`src/rtl/spi_prim_pkg.sv`:
```
package spi_prim_pkg;

    typedef enum logic [1:0] {
        ST_IDLE,
        ST_LEAD_IN,
        ST_CLOCKING,
        ST_LEAD_OUT
    } xfer_state_t;

    typedef struct packed {
        logic cpol;
        logic cpha;
        logic lsb_first;
    } xfer_cfg_t;

endpackage

```
`src/rtl/spi_half_timer.sv`:
```
module spi_half_timer #(
    parameter int DIV_W = 8
) (
    input  logic             clk,
    input  logic             rst_n,
    input  logic             run,
    input  logic [DIV_W-1:0] half_m1,
    output logic             tick
);

    logic [DIV_W-1:0] cnt;

    assign tick = run && (cnt == half_m1);

    always_ff @(posedge clk or negedge rst_n) begin
        if (!rst_n) begin
            cnt <= '0;
        end else if (!run || tick) begin
            cnt <= '0;
        end else begin
            cnt <= cnt + 1'b1;
        end
    end

    // the half-period counter never runs past the latched divisor
    a_r3_count_in_range: assert property (@(posedge clk) disable iff (!rst_n)
        (run && $past(run) && $stable(half_m1)) |-> (cnt <= half_m1));

endmodule

```
`src/rtl/spi_word_shifter.sv`:
```
module spi_word_shifter #(
    parameter int WORD_W = 8
) (
    input  logic              clk,
    input  logic              rst_n,
    input  logic              load,
    input  logic [WORD_W-1:0] tx_word,
    input  logic              lsb_first,
    input  logic              shift_en,
    input  logic              sample_en,
    input  logic              miso,
    output logic              mosi,
    output logic [WORD_W-1:0] rx_bits
);

    logic [WORD_W-1:0] tx_sh;
    logic [WORD_W-1:0] rx_sh;
    logic [WORD_W-1:0] tx_adv;
    logic [WORD_W-1:0] rx_adv;

    assign mosi    = lsb_first ? tx_sh[0] : tx_sh[WORD_W-1];
    assign rx_bits = rx_sh;

    always_comb begin
        if (lsb_first) begin
            tx_adv = {1'b0, tx_sh[WORD_W-1:1]};
            rx_adv = {miso, rx_sh[WORD_W-1:1]};
        end else begin
            tx_adv = {tx_sh[WORD_W-2:0], 1'b0};
            rx_adv = {rx_sh[WORD_W-2:0], miso};
        end
    end

    always_ff @(posedge clk or negedge rst_n) begin
        if (!rst_n) begin
            tx_sh <= '0;
            rx_sh <= '0;
        end else begin
            if (load) begin
                tx_sh <= tx_word;
            end else if (shift_en) begin
                tx_sh <= tx_adv;
            end
            if (sample_en) begin
                rx_sh <= rx_adv;
            end
        end
    end

    // a serial clock edge either samples or shifts, never both
    a_r6_shift_sample_apart: assert property (@(posedge clk) disable iff (!rst_n)
        $onehot0({shift_en, sample_en}));

    // outgoing bit holds still on every edge that samples
    a_r5_mosi_still_on_sample: assert property (@(posedge clk) disable iff (!rst_n)
        (sample_en && !load) |=> $stable(mosi));

endmodule

```
`src/rtl/spi_prim_xchg.sv`:
```
module spi_prim_xchg
    import spi_prim_pkg::*;
#(
    parameter int WORD_W = 8,
    parameter int DIV_W  = 8
) (
    input  logic              clk,
    input  logic              rst_n,
    input  logic              start,
    input  logic              cpol,
    input  logic              cpha,
    input  logic              lsb_first,
    input  logic [DIV_W-1:0]  sclk_half_m1,
    input  logic [WORD_W-1:0] tx_word,
    output logic [WORD_W-1:0] rx_word,
    output logic              busy,
    output logic              done,
    output logic              sclk,
    output logic              cs_n,
    output logic              mosi,
    input  logic              miso
);

    localparam int EDGES = 2 * WORD_W;
    localparam int EC_W  = $clog2(EDGES);
    localparam logic [EC_W-1:0] LAST_EDGE = EC_W'(EDGES - 1);

    xfer_state_t       state;
    xfer_state_t       state_nx;
    xfer_cfg_t         cfg_l;
    logic [DIV_W-1:0]  div_l;
    logic [EC_W-1:0]   edge_idx;
    logic              tick;
    logic              edge_go;
    logic              last_edge;
    logic              accept;
    logic              sample_en;
    logic              shift_en;
    logic [WORD_W-1:0] rx_bits;

    assign busy      = (state != ST_IDLE);
    assign accept    = (state == ST_IDLE) && start;
    assign edge_go   = tick && ((state == ST_LEAD_IN) || (state == ST_CLOCKING));
    assign last_edge = (edge_idx == LAST_EDGE);
    assign sample_en = edge_go && (edge_idx[0] == cfg_l.cpha);
    assign shift_en  = edge_go && (edge_idx[0] != cfg_l.cpha)
                       && (edge_idx != '0) && !last_edge;

    spi_half_timer #(
        .DIV_W (DIV_W)
    ) u_timer (
        .clk     (clk),
        .rst_n   (rst_n),
        .run     (busy),
        .half_m1 (div_l),
        .tick    (tick)
    );

    spi_word_shifter #(
        .WORD_W (WORD_W)
    ) u_shifter (
        .clk       (clk),
        .rst_n     (rst_n),
        .load      (accept),
        .tx_word   (tx_word),
        .lsb_first (cfg_l.lsb_first),
        .shift_en  (shift_en),
        .sample_en (sample_en),
        .miso      (miso),
        .mosi      (mosi),
        .rx_bits   (rx_bits)
    );

    always_comb begin
        state_nx = state;
        unique case (state)
            ST_IDLE:     if (start)             state_nx = ST_LEAD_IN;
            ST_LEAD_IN:  if (tick)              state_nx = ST_CLOCKING;
            ST_CLOCKING: if (tick && last_edge) state_nx = ST_LEAD_OUT;
            ST_LEAD_OUT: if (tick)              state_nx = ST_IDLE;
        endcase
    end

    always_ff @(posedge clk or negedge rst_n) begin
        if (!rst_n) begin
            state <= ST_IDLE;
        end else begin
            state <= state_nx;
        end
    end

    always_ff @(posedge clk or negedge rst_n) begin
        if (!rst_n) begin
            cs_n     <= 1'b1;
            sclk     <= 1'b0;
            done     <= 1'b0;
            edge_idx <= '0;
            cfg_l    <= '0;
            div_l    <= '0;
            rx_word  <= '0;
        end else begin
            done <= 1'b0;
            unique case (state)
                ST_IDLE: begin
                    sclk     <= cpol;
                    edge_idx <= '0;
                    if (start) begin
                        cfg_l <= '{cpol: cpol, cpha: cpha, lsb_first: lsb_first};
                        div_l <= sclk_half_m1;
                        cs_n  <= 1'b0;
                    end
                end
                ST_LEAD_IN, ST_CLOCKING: begin
                    if (tick) begin
                        sclk     <= ~sclk;
                        edge_idx <= edge_idx + 1'b1;
                    end
                end
                ST_LEAD_OUT: begin
                    if (tick) begin
                        cs_n    <= 1'b1;
                        done    <= 1'b1;
                        rx_word <= rx_bits;
                    end
                end
            endcase
        end
    end

    // select stays asserted for as long as the FSM is away from idle
    a_r4_select_covers_busy: assert property (@(posedge clk) disable iff (!rst_n)
        busy |-> !cs_n);

    // completion is a single-cycle pulse
    a_r9_done_one_cycle: assert property (@(posedge clk) disable iff (!rst_n)
        done |=> !done);

    // completion only follows the trailing guard state
    a_r9_done_after_guard: assert property (@(posedge clk) disable iff (!rst_n)
        done |-> $past(state == ST_LEAD_OUT));

    // with no transfer running, the serial clock rests at the polarity input
    a_r2_idle_level: assert property (@(posedge clk) disable iff (!rst_n)
        ($past(rst_n) && !$past(busy)) |-> (sclk == $past(cpol)));

    // latched settings are frozen during a transfer
    a_r10_cfg_frozen: assert property (@(posedge clk) disable iff (!rst_n)
        (busy && $past(busy)) |-> ($stable(cfg_l) && $stable(div_l)));

    // the serial clock only moves on a half-period tick
    a_r3_sclk_on_tick: assert property (@(posedge clk) disable iff (!rst_n)
        (!$stable(sclk) && $past(busy)) |-> $past(tick));

endmodule

```
`config.mk`:
```
export PLATFORM = sky130hd
export DESIGN_NAME = spi_prim_xchg
export DESIGN_NICKNAME = d
export VERILOG_FILES = /design/src/rtl/spi_prim_pkg.sv /design/src/rtl/spi_half_timer.sv /design/src/rtl/spi_word_shifter.sv /design/src/rtl/spi_prim_xchg.sv
export SDC_FILE = /design/constraint.sdc
export NUM_CORES = 1
export LEC_CHECK = 0
export CORE_ASPECT_RATIO = 0.8
export CORE_MARGIN = 2
export CORE_UTILIZATION = 45
export CTS_CLUSTER_SIZE = 14
export DETAILED_ROUTE_END_ITERATION = 6
export PLACE_DENSITY = 0.68
export SLEW_MARGIN = 15
export SYNTH_ARGS = -nofsm -noshare
export SYNTH_HDL_FRONTEND = slang
export SYNTH_SLANG_ARGS = --single-unit
```
`constraint.sdc`:
```
create_clock -name clk -period 3.6 [get_ports clk]
set_input_delay 0.54 -clock clk [delete_from_list [all_inputs] [get_ports clk]]
set_output_delay 0.54 -clock clk [all_outputs]
set_load 0.03 [all_outputs]
```
## Word level (Yosys, flattened, before mapping)

Index checks and enable logic that the tools add are counted.

| word-level totals | value |
|---|---|
| word-level logic and storage cells | 71 |
| register bits after elaboration | 51 |
| bits of input ports | 23 |

| cells by class | value |
|---|---|
| bitwise operators | 1 |
| add/sub/neg operators | 2 |
| eq/ne operators | 12 |
| reductions and logical operators | 24 |
| multiplexer cells | 20 |

Operators by type and width:

| kind | number |
|---|---|
| $mux 8 | 5 |
| $add 8x1->8 const B | 1 |
| $eq 8x8->1 | 1 |
| $logic_and 1x1->1 | 8 |
| $mux 2 | 4 |
| $ne 2x2->1 const B | 4 |
| $pmux 2 s4 | 1 |
| $pmux 4 s2 | 1 |
| $reduce_bool 2->1 | 4 |
| $mux 1 | 6 |
| $reduce_and 2->1 | 3 |
| $add 4x1->4 const B | 1 |
| $eq 2x2->1 const B | 2 |
| $eq 4x4->1 const B | 1 |
| $mux 4 | 1 |
| $pmux 1 s2 | 2 |
| $reduce_and 4->1 | 1 |
| $reduce_bool 4->1 | 1 |
| $reduce_and 3->1 | 1 |
| $eq 2x1->1 const B | 1 |
| $logic_not 1->1 | 2 |
| $logic_not 2->1 | 1 |
| $logic_or 1x1->1 | 2 |
| $ne 2x1->1 const B | 1 |
| 4 further kinds | 4 |

## Longest topological paths before layout

| logic depth | value |
|---|---|
| depth in word-level cells | 8 |
| depth in mapped cells | 8 |

## Modules after synthesis

From an unflattened synthesis, not the netlist that was laid out.

| second synthesis, totals | value |
|---|---|
| cell total of the unflattened synthesis | 227 |
| area total of the unflattened synthesis | 2618.8 sq um |

By module, submodules not included:

| module | cells each | area an instance (sq um) | seq. area each (sq um) | times used |
|---|---|---|---|---|
| spi_prim_xchg | 100 | 1251.2 | 676.9 | 1 |
| spi_word_shifter | 81 | 867.1 | 400.4 | 1 |
| spi_half_timer | 46 | 500.5 | 200.2 | 1 |

## Worst setup path before layout

Ideal clock, no wire load.

| path | value |
|---|---|
| path kind | register to register |
| from | register state[0] |
| to | register u_shifter.rx_sh[0] (netlist: u_shifter.rx_bits[0]) |
| data arrival time | 2.193 ns |
| setup time | 0.125 ns |
| setup slack | 1.282 ns |
| period minus slack after synthesis | 2.318 ns |
| path buffers | 1 |
| cell stages (with the launch flop) | 9 |
| cells stage by stage | dfrtp_1 > inv_1 > ha_1 > inv_1 > nand3_1 > nor3_4 > and3_1 > buf_2 > mux2_2 |

| on the way | value |
|---|---|
| longest elaborated chain between the ends | 4 |

RTL lines:

| item | RTL line | text |
|---|---|---|
| start: declaration | spi_prim_xchg.sv:28 | `xfer_state_t state;` |
| start signal: assignment | spi_prim_xchg.sv:88 | `state <= state_nx;` |
| $reduce_bool 2->1 | spi_prim_xchg.sv:41 | `assign busy = (state != ST_IDLE);` |
| named net busy | spi_prim_xchg.sv:16 | `output logic busy,` |
| $logic_and 1x1->1 | spi_half_timer.sv:13 | `assign tick = run && (cnt == half_m1);` |
| $logic_and 1x1->1 | spi_prim_xchg.sv:43 | `assign edge_go = tick && ((state == ST_LEAD_IN) \|\| (state == ST_CLOCKING));` |
| $logic_and 1x1->1 | spi_prim_xchg.sv:45 | `assign sample_en = edge_go && (edge_idx[0] == cfg_l.cpha);` |
| end signal: assignment | spi_word_shifter.sv:45 | `rx_sh <= rx_adv;` |
| end: declaration | spi_word_shifter.sv:17 | `logic [WORD_W-1:0] rx_sh;` |

The timed path passes the listed nets, and every way through them passes these cells.
A chain may end at the register's enable or synchronous reset.

## Worst setup path in the final report

| path | value |
|---|---|
| from | register state[0] |
| to | output port busy |

| on the way | value |
|---|---|
| longest elaborated chain between the ends | 1 |

RTL lines:

| item | RTL line |
|---|---|
| $reduce_bool 2->1 | spi_prim_xchg.sv:41 |
| end: declaration | spi_prim_xchg.sv:16 |

No other way between the ends.

==> results.md <==
* Status: completed
* Synth Area in XOR/XNOR at 0.06149
* # setup viols final at 0
* Synth top area cells: dfrtp_1 48%, mux2_2 14%, nand2_1 6.7%, ha_1 3.8%, mux2i_1 3.4%
* Drt initial violations at 91
* Largest family of logic cells by synthesized area: multiplexers
* Fin crit period at 2.512 ns
* RSZ-0062 raised after global routing: no
* Max FO, Critical Path at 8
* Maximum vdd drop at 329.2 µV
* Core area at 5525 µm²
* Area grow syn2layout at 21.02%
* Post-synthesis sequential area ratio at 0.4867
* Final Hold Fails at 0
* WS Path Type: flop to output port
* Worst Path Required at 3.06 ns
* Vias at 1,743
* Most Frequent Cell on Critical Path: inv_1
* Synth Net Count at 268
* Post_cts resized at 0
* Worst-skew pair later-pin latency at 0.30 ns
* Largest net degree at the start of global routing at 40
* # hold bufs at CTS at 0
* Layout cells sized above 1 at 0.2109
* Fin crit share at 0.6976
* P_leak at 0.001472 µW
* Reg2Reg Setup Slack at 1.14 ns
* Vias in the first global route at 1,745
* Crit path depth at 4
* Buf/Inv on CP at 3
* Post-synthesis mux area share at 0.1716
* Synth Area in Compound Gates at 0.05624
* Cell Pwr Density at 707.3 nW/µm²
* Setup TNS at 0 ns
* Routability cong. at 0.7457
* Clock root cell: clkbuf_8
* Reg2Reg Depth at 7
* Total CTS buffers at 5
* Startpoint type of the worst setup path: flop
* Total power at 2247 µW
* ANT nets after route at 0
* H-tree lvl count at 2
* Simple-gate share of the synthesized area at 0.1625
* Via/cell ratio at 4.938
* Clk sink count at 51
* Seq cells post-synth at 51
* Row count at 24
* Die H at 72.32 µm
* Initial antenna violation count at 0
* Mean Syn Cell Area at 11.08 µm²
* Top Ports at 36
* Die area at 6464 µm²
* Multi-input combinational cell area at 1286 µm²
* Crit path max-delay family: buffers and inverters
* Slew Limit Fails at 0
* Fmax at 398.2 MHz
* Drt drc at 0
* Netlist cell types at 41
* Reg clk slew, reported paths at 0.10 ns
* Initial Utilization at 0.4751
* Data arrival, critical path at 1.97 ns
* DP HPWL at 3.261 mm
* Total gr overflow at 0
* Synth Warn # at 0
* Critical R2R Launch: state[0]
* FILL cells at 489
* Wire per inst at 12.87 µm
* Clk_skew at 0.007926 ns
* Worst-Margin Slew at 0.8503 ns
* Yosys top cell area share at 0.4766
* Cell Chain, Critical Path: inv_1, ha_1, inv_1, clkdlybuf4s50_1
* First-pass GRT wire length at 8.197 mm
* Adder-cell share of the synthesized area at 0.03813
* Total GRT Usage at 0.1650
* CTS tree: built
* FF+latch area at 1277 µm²
* Final WL at 4.544 mm
* Port bufs at 35
* Worst-case clock buffer depth at 2
* Worst Setup SP: state[0]
* Yosys top cell by area: dfrtp_1
* Die Wd at 89.39 µm
* Critical Path Max Stage Delay at 0.71 ns
* Nets at 305
* Netlist Area Pre-Place at 2625 µm²
* Nature of the critical path endpoint: output port
* Setup bufs post-CTS at 0
* Worst hold path type: input pin to async pin
* Slew headroom at 0.4331
* DRT Pass-1 Iters at 4
* Critical Path Slowest Stage Cell: clkdlybuf4s50_1
* Number of max-cap violations at 0
* Cell count after synthesis at 237
* ANT cells at 0
## synthesized netlist by cell type, drive strengths merged
master	n
clkbuf	6
nand4	3
xor2	2
or2	1
o211a	1
nand3	7
or3b	1
nor2	12
a41o	1
nand2	47
and2	2
nand4b	1
o21a	1
a21o	2
nand2b	1
and3	3
inv	8
a21oi	1
a32o	2
buf	2
dfrtp	50
nor3	3
o21ai	9
mux2i	9
a31o	2
mux2	32
xnor2	13
o32a	1
nor4	1
dfstp	1
ha	8
o211ai	1
nand3b	1
nor2b	2
## path summary, 6_finish.rpt
kind | endpoint
setup / recovery | busy
hold reg to reg | cs_n
setup reg to reg | u_shifter.rx_bits[2]
max in group asynchronous | u_shifter.tx_sh[1]
min in group clk | cs_n
hold / removal | rx_word[3]
## layer usage
layer  wire [µm]  track usage  share of wire  vias up
met5           0            0              0        -
met4          54      0.04975          0.012        0
met3         154      0.03527          0.034        5
met2        2051       0.2551           0.45       32
met1        2284       0.2345           0.50      824
li1            -            -              -      882
## layout by cell type, fill, tap and decap left out, types with 2 or more instances in the layout
| cell type | synthesis | layout |
|---|---|---|
| buf_4 | 0 | 3 |
| xnor2_1 | 9 | 9 |
| a21o_1 | 2 | 2 |
| nor2_1 | 12 | 12 |
| a31o_2 | 2 | 2 |
| a32o_1 | 2 | 2 |
| mux2_2 | 32 | 32 |
| xor2_1 | 2 | 2 |
| o21ai_1 | 6 | 6 |
| dfrtp_1 | 50 | 50 |
| nand3_1 | 7 | 7 |
| clkdlybuf4s50_1 | 0 | 34 |
| xnor2_2 | 4 | 4 |
| and3_1 | 2 | 2 |
| nand4_1 | 2 | 2 |
| nand2_1 | 47 | 47 |
| o21ai_0 | 3 | 3 |
| nor2b_1 | 2 | 2 |
| clkbuf_8 | 0 | 6 |
| inv_1 | 8 | 8 |
| ha_1 | 8 | 8 |
| nor3_1 | 2 | 2 |
| mux2i_1 | 9 | 9 |
## logic make-up (layout without fill, tap and decap cells)
kind of cell,after synthesis,count (layout)
buf+inv,16,54
simple gates,85,85
compound gates,21,21
flops,51,51
fa+ha+maj,8,8
xor+xnor,15,15
mux,41,41
## through the flow
step | instances | worst slack (ns) | hold slack [ns] | cell area [µm²] | utilization
floorplan | 237 | 1.282 | 0.2444 | 2625 | -
global placement | 345 | 1.240 | 0.4520 | 3059 | 0.5537
detailed placement | 345 | 1.154 | 0.4567 | 3059 | 0.5537
CTS | 353 | 1.075 | 0.3659 | 3177 | 0.5750
global route | 353 | 0.9228 | 0.4045 | 3177 | 0.5750
finish | 353 | 1.089 | 0.3372 | 3177 | 0.5750
## power breakdown
part	switching [µW]	internal (µW)	total, µW
clock network	188	225	413
logic	509	453	962
registers	136	735	872
total	833	1410	2250
## sequential cells by signal, indices dropped and copies added, names as in the netlist, 2 cells and up
name and count:
div_l 8, rx_word 8, u_shifter.rx_bits 8, u_shifter.tx_sh 8, u_timer.cnt 8, edge_idx 4
cfg_l 2, state 2
## layout make-up
cell class,instances,area share
Multi-Input combinational cell,170,0.4049
Sequential cell,51,0.4021
Timing Repair Buffer,38,0.1158
Tap cell,78,0.03072
Clock buffer,6,0.02599
Clock inverter,2,0.01103
Inverter,8,0.009453
Note: power is estimated with default switching activity, not from simulation.
